## config.mk

```make
export PLATFORM = sky130hd
export DESIGN_NAME = fc_flow_ctrl
export DESIGN_NICKNAME = d
export VERILOG_FILES = /design/src/rtl/fc_pkg.sv /design/src/rtl/fc_sync.sv /design/src/rtl/fc_rts_ctrl.sv /design/src/rtl/fc_cts_gate.sv /design/src/rtl/fc_flow_ctrl.sv
export SDC_FILE = /design/constraint.sdc
export NUM_CORES = 1
export LEC_CHECK = 0
export BUFFER_PORTS_ARGS = -buffer_cell sky130_fd_sc_hd__buf_4
export CAP_MARGIN = 20
export CORE_AREA = 2 2 39 41
export DETAILED_ROUTE_END_ITERATION = 6
export DIE_AREA = 0 0 41 43
export GPL_TIMING_DRIVEN = 0
export HOLD_SLACK_MARGIN = 0.02
export PLACE_DENSITY_LB_ADDON = 0.3
export SKIP_CTS_REPAIR_TIMING = 1
export SLEW_MARGIN = 10
export SYNTH_ARGS = -nofsm -noshare
export SYNTH_HDL_FRONTEND = slang
export SYNTH_SLANG_ARGS = --single-unit
```

## constraint.sdc

```tcl
create_clock -name clk_i -period 1.8 [get_ports clk_i]
set_input_delay 0.18 -clock clk_i [delete_from_list [all_inputs] [get_ports clk_i]]
set_output_delay 0.18 -clock clk_i [all_outputs]
set_load 0.05 [all_outputs]
```

## src/rtl/fc_pkg.sv

```systemverilog
package fc_pkg;
  localparam int unsigned FIFO_DEPTH_DEF = 64;
  localparam int unsigned THR_SCALE_DEF  = 4;
  localparam int unsigned SYNC_DEF       = 2;

  typedef enum logic {
    RTS_FLOW = 1'b0,
    RTS_HALT = 1'b1
  } rts_state_e;
endpackage

```

## src/rtl/fc_sync.sv

```systemverilog
module fc_sync #(
  parameter int unsigned STAGES    = 2,
  parameter logic        RESET_VAL = 1'b1
) (
  input  logic clk_i,
  input  logic rst_ni,
  input  logic d_i,
  output logic q_o
);
  logic [STAGES-1:0] chain_q;

  generate
    for (genvar g = 0; g < STAGES; g++) begin : g_stage
      always_ff @(posedge clk_i or negedge rst_ni) begin
        if (!rst_ni) chain_q[g] <= RESET_VAL;
        else if (g == 0) chain_q[g] <= d_i;
        else chain_q[g] <= chain_q[(g == 0) ? 0 : g-1];
      end
    end
  endgenerate

  assign q_o = chain_q[STAGES-1];
endmodule

```

## src/rtl/fc_rts_ctrl.sv

```systemverilog
module fc_rts_ctrl
  import fc_pkg::*;
#(
  parameter int unsigned LVL_W     = 7,
  parameter int unsigned THR_SHIFT = 2
) (
  input  logic             clk_i,
  input  logic             rst_ni,
  input  logic             auto_en_i,
  input  logic             fifo_en_i,
  input  logic [7:0]       thr_i,
  input  logic [LVL_W-1:0] level_i,
  input  logic             sw_rts_i,
  output logic             rts_no
);
  logic [LVL_W-1:0] halt_lvl, resume_lvl;
  rts_state_e       state_q, state_d;
  logic             rts_q;

  always_comb begin
    if (fifo_en_i) begin
      halt_lvl   = LVL_W'(thr_i[3:0]) << THR_SHIFT;
      resume_lvl = LVL_W'(thr_i[7:4]) << THR_SHIFT;
    end else begin
      halt_lvl   = LVL_W'(1);
      resume_lvl = '0;
    end
  end

  always_comb begin
    state_d = state_q;
    if (!auto_en_i)                state_d = RTS_FLOW;
    else if (level_i >= halt_lvl)  state_d = RTS_HALT;
    else if (level_i <= resume_lvl) state_d = RTS_FLOW;
  end

  always_ff @(posedge clk_i or negedge rst_ni) begin
    if (!rst_ni) begin
      state_q <= RTS_FLOW;
      rts_q   <= 1'b1;
    end else begin
      state_q <= state_d;
      rts_q   <= auto_en_i ? (state_d == RTS_HALT) : ~sw_rts_i;
    end
  end

  assign rts_no = rts_q;


  rts_halt_chk: assert property (@(posedge clk_i) disable iff (!rst_ni)
    auto_en_i && (level_i >= halt_lvl) |=> rts_no);


  rts_resume_chk: assert property (@(posedge clk_i) disable iff (!rst_ni)
    auto_en_i && (level_i < halt_lvl) && (level_i <= resume_lvl) |=> !rts_no);


  rts_band_hold_chk: assert property (@(posedge clk_i) disable iff (!rst_ni)
    auto_en_i && $past(auto_en_i) && (level_i > resume_lvl) && (level_i < halt_lvl)
    |=> $stable(rts_no));


  rts_sw_chk: assert property (@(posedge clk_i) disable iff (!rst_ni)
    !auto_en_i |=> (rts_no == !$past(sw_rts_i)));
endmodule

```

## src/rtl/fc_cts_gate.sv

```systemverilog
module fc_cts_gate (
  input  logic auto_en_i,
  input  logic cts_sync_ni,
  input  logic tx_req_i,
  output logic tx_permit_o
);
  assign tx_permit_o = tx_req_i && (!auto_en_i || !cts_sync_ni);


  permit_needs_req_chk: assert final (!tx_permit_o || tx_req_i);
endmodule

```

## src/rtl/fc_flow_ctrl.sv

```systemverilog
module fc_flow_ctrl
  import fc_pkg::*;
#(
  parameter int unsigned FIFO_DEPTH  = FIFO_DEPTH_DEF,
  parameter int unsigned THR_SCALE   = THR_SCALE_DEF,
  parameter int unsigned SYNC_STAGES = SYNC_DEF,
  localparam int unsigned LVL_W      = $clog2(FIFO_DEPTH + 1),
  localparam int unsigned THR_SHIFT  = $clog2(THR_SCALE)
) (
  input  logic             clk_i,
  input  logic             rst_ni,
  input  logic             auto_rts_en_i,
  input  logic             auto_cts_en_i,
  input  logic             fifo_en_i,
  input  logic [7:0]       thr_i,
  input  logic [LVL_W-1:0] rx_level_i,
  input  logic             sw_rts_i,
  input  logic             cts_ni,
  input  logic             tx_req_i,
  output logic             rts_no,
  output logic             tx_permit_o
);
  logic cts_sync_n;

  fc_sync #(.STAGES(SYNC_STAGES), .RESET_VAL(1'b1)) u_cts_sync (
    .clk_i (clk_i),
    .rst_ni(rst_ni),
    .d_i   (cts_ni),
    .q_o   (cts_sync_n)
  );

  fc_rts_ctrl #(.LVL_W(LVL_W), .THR_SHIFT(THR_SHIFT)) u_rts (
    .clk_i    (clk_i),
    .rst_ni   (rst_ni),
    .auto_en_i(auto_rts_en_i),
    .fifo_en_i(fifo_en_i),
    .thr_i    (thr_i),
    .level_i  (rx_level_i),
    .sw_rts_i (sw_rts_i),
    .rts_no   (rts_no)
  );

  fc_cts_gate u_cts (
    .auto_en_i  (auto_cts_en_i),
    .cts_sync_ni(cts_sync_n),
    .tx_req_i   (tx_req_i),
    .tx_permit_o(tx_permit_o)
  );


  cts_block_chk: assert property (@(posedge clk_i) disable iff (!rst_ni)
    auto_cts_en_i && cts_sync_n |-> !tx_permit_o);


  cts_latency_chk: assert property (@(posedge clk_i) disable iff (!rst_ni)
    $past(rst_ni, 2) |-> (cts_sync_n == $past(cts_ni, 2)));
endmodule

```

### Yosys cells after proc, flatten, opt, wreduce, memory -nomap -nowiden

Cells that the tools add are included.

* magnitude comparators: 2
* muxes and demuxes: 6
* bitwise gates (word level): 1
* reductions and logical operators: 4

Operator list (count)
* $mux 6: 2
* $ge 7x7->1: 1
* $le 7x7->1: 1
* $mux 1: 4
* $logic_not 1->1: 2
* $logic_and 1x1->1: 1
* $logic_or 1x1->1: 1
* $not 1->1: 1

* register bits: 4
* input bits: 23
* output and inout bits: 2

### Logic depth before layout (Yosys ltp)

* depth in word-level cells: 6
* mapped depth: 7
* mapped depth without buffers: 6

### Modules after synthesis

A second synthesis with hierarchy kept.

* cell total of the unflattened synthesis: 43
* area, all modules: 394.1 um^2

Modules (own cells, without submodules)
* fc_rts_ctrl: instances 1, cells each 40, area each 330.3 um^2
* fc_sync: instances 1, cells each 2, area each 52.6 um^2
* fc_cts_gate: instances 1, cells each 1, area each 11.3 um^2

### Worst setup path before layout

No wires, ideal clock.

* path type: reg-to-output
* from: reg u_cts_sync.chain_q[1], in the netlist u_cts_sync.q_o
* to: out tx_permit_o
* arrival: 1460 ps
* data required time: 1620 ps
* slack: 160 ps
* cell stages (with the launch flop): 2
* buffers on the path: 0
* path through: dfstp_2 a21boi_0

* cells in the longest elaborated chain, start to end: 3

Ends and longest elaborated chain
* start, declared: RTL line fc_sync.sv:10 `logic [STAGES-1:0] chain_q;`
* start signal, assigned by index: RTL line fc_sync.sv:16 `else if (g == 0) chain_q[g] <= d_i;`
* start signal, assigned by index: RTL line fc_sync.sv:17 `else chain_q[g] <= chain_q[(g == 0) ? 0 : g-1];`
* $logic_not 1->1: RTL line fc_cts_gate.sv:7 `assign tx_permit_o = tx_req_i && (!auto_en_i || !cts_sync_ni);`
* $logic_or 1x1->1: RTL line fc_cts_gate.sv:7
* $logic_and 1x1->1: RTL line fc_cts_gate.sv:7
* end, declared: RTL line fc_flow_ctrl.sv:21 `output logic tx_permit_o`

Every way passes these cells.

### Worst setup path after layout

* from: in fifo_en_i
* to: reg u_rts.state_q

* cells in the longest elaborated chain, start to end: 5
* elaborated cells between the ends (all ways): 7

Ends and longest elaborated chain
* start, declared: RTL line fc_flow_ctrl.sv:14 `input logic fifo_en_i,`
* $mux 6: RTL line fc_rts_ctrl.sv:21 `if (fifo_en_i) begin`
* $le 7x7->1: RTL line fc_rts_ctrl.sv:34 `else if (level_i <= resume_lvl) state_d = RTS_FLOW;`
* $mux 1: RTL line fc_rts_ctrl.sv:34
* $mux 1 (*): RTL line fc_rts_ctrl.sv:33 `else if (level_i >= halt_lvl) state_d = RTS_HALT;`
* $mux 1 (*): RTL line fc_rts_ctrl.sv:32 `if (!auto_en_i) state_d = RTS_FLOW;`
* named net u_rts.state_d: RTL line fc_rts_ctrl.sv:17 `rts_state_e state_q, state_d;`
* end signal, assigned: RTL line fc_rts_ctrl.sv:42 `state_q <= state_d;`
* end, declared: RTL line fc_rts_ctrl.sv:17

Mark *: on every way through the listed nets, which the timed path passes. The rest lies on a longest branch.

==> reports/qor.yml <==
sta:
  period_share_pct: 86.8
  rsz0062_at_grt: "false"
  setup_violations: 0
  tightestPinTransition_ns: 0.355
  drv_slew: 0
  hold_slack_ns: 0.0594
  maxSlewHeadroom_pct: 76.3
  hold_viol_final: 0
  skew_ns: 0.0000314
  min_period_ns: 1.56
  max_freq_mhz: 640
global_routing:
  grt_max_degree: 10
  met2_usage_pct: 14.4
  grt_pass1_wl_mm: 1.17
  overflow: 0
  grt_use_total_pct: 10.2
  grt_util_met3_pct: 3.14
  grtUsageMet1_pct: 12.1
  busiest_layer: "met2"
  antenna_found_initial: 0
  grt_pass1_vias: 326
logic_synthesis:
  synth.distinct_cells: 21
  synth_area_um2: 390
  synth_top_area_share_pct: 28.8
  synthTopCellsByArea: "ha_1 29%, dfstp_2 20%, nand2_1 6.7%"
  synth_flop_cell: "dfstp_2"
  synth_area_per_cell_um2: 9.08
  netlist.top_cell.by_area: "ha_1"
  ys_async_sr_fraction_pct: 100
  synthCells: 43
  yosysWarnings: 0
  synth_edf_count: 0
  synth_nets: 75
  ys_seq_area_share_pct: 26.6
  ys_ff_latch: 4
run_status:
  status: "completed"
critical_path:
  worstSetupEndpointType: "flop"
  required_ns: 1.91
  rr_startpoint: "u_rts.state_q"
  cp_max_fo: 9
  arrival_ns: 1.67
  rrSetupSlack_ns: 1.10
  rr_worst_depth: 2
  setup.worst_path.start_class: "input port"
  crit_start: "fifo_en_i"
  critical_path_class: "input port to flop"
place:
  postPlaceCellArea_um2: 583
  dp.cells: 82
  port_buffers: 23
  hpwlAfterDp_um: 706
  place.gp.congestion: 0.743
drt:
  drt-pass1-iter-count: 4
  drt_wl_total_um: 861
  via_count: 410
  post_drt_wl_per_cell_um: 9.90
  viasPerCell: 4.71
  drc: 0
  drtIter0Drc: 5
  ant_nets: 0
min_path:
  hold_class: "input port to flop"
  worstHoldStart: "cts_ni"
  hold_depth: 1
cts:
  path_clk_slew_ns: 0.04
  cts-root-buf: "clkbuf_4"
  ctsLongestPathBuffers: 2
  cts_htree_levels: 1
  cts_sinks: 4
  numCtsBuffers: 3
  cts_tree: "built"
  clk_latency_ns: 0.23
floorplan:
  std_cell_rows: 14
  pin_count: 25
  die_w_um: 41
  fp.dieH_um: 43
  dieArea_mm2: 0.00176
  coreArea_mm2: 0.00138
  start_util_pct: 28.2
cells_and_area:
  fillerInstances: 144
  layout-drive-gt1-share_pct: 45.1
  final_cell_count_no_fill: 87
  n_antenna_cell: 0
  nNetsFinal: 104
  area_delta_synth_final_pct: 58.7
  finalInstanceArea_um2: 619
  layout_common_cells: "23 x buf_4, 9 x ha_1, 7 x nand2_1"
  final_common_cell: "buf_4"
  final_core_util_pct: 44.8
flow_run:
  max-cap-violations: 0
power:
  p_per_area_mw_per_mm2: 543
  ir_drop_mv: 0.220
  cellLeakagePower_uw: 0.000312
  power_uw: 336
[sequential cells by signal, indices dropped and copies added, names as in the netlist]
signal,cells
u_cts_sync.chain_q,1
u_cts_sync.q_o,1
u_rts.rts_no,1
u_rts.state_q,1
[worst max-delay path, cell delays in order]
cell and delay [ns]:
clkbuf_1 0.27, inv_1 0.08, ha_1 0.31, nor4b_2 0.21, nor3_1 0.10, a2111oi_2 0.41, a21boi_1 0.11
[synthesized netlist by cell type (2+ instances only)]
cell	n
nand3_1	2
nor2_1	3
inv_1	4
nand2_1	7
ha_1	9
dfstp_2	3
[final cells by class]
cell class	instances	area, um^2	area share (%)
clock buffer	4	26.3	4.24
tap	16	20.0	3.23
inverter	4	15.0	2.42
buffer	1	3.75	0.606
timing repair buffer	24	183	29.5
multi-input combinational	34	268	43.2
sequential	4	104	16.8
[where the power goes]
| group | switching (uW) | internal (uW) |
|---|---|---|
| Sequential | 1.64 | 99.5 |
| Clock | 37.9 | 83.3 |
| Combinational | 53.0 | 61.0 |
[layer usage]
metal | wire [um] | share of wire [%] | up-vias
li1 | - | - | 209
met1 | 338 | 39 | 183
met2 | 452 | 52 | 16
met3 | 59 | 6.9 | 2
met4 | 11 | 1.3 | 0
met5 | 0 | 0 | -
[final timing paths]
kind / endpoint
max: u_rts.state_q
min: u_cts_sync.chain_q[0]
max reg2reg: u_rts.rts_no
min reg2reg: u_cts_sync.q_o
max in group asynchronous: u_cts_sync.chain_q[0]
min in group asynchronous: u_rts.state_q
[logic make-up after synthesis]
| kind of cell | synth area share [%] |
|---|---|
| compound gates | 17.0 |
| flops | 26.6 |
| fa+ha+maj | 28.8 |
| simple gates | 22.8 |
| buf+inv | 4.81 |
[per-stage QoR]
stage	setup TNS [ns]	setup slack, ns
2_1_floorplan	0	0.160
3_3_place_gp	-0.0257	-0.0218
3_5_place_dp	-0.0399	-0.0307
4_1_cts	0	0.221
5_1_grt	0	0.0340
6_report	0	0.237
No activity file was read; power rests on OpenSTA's default activity.
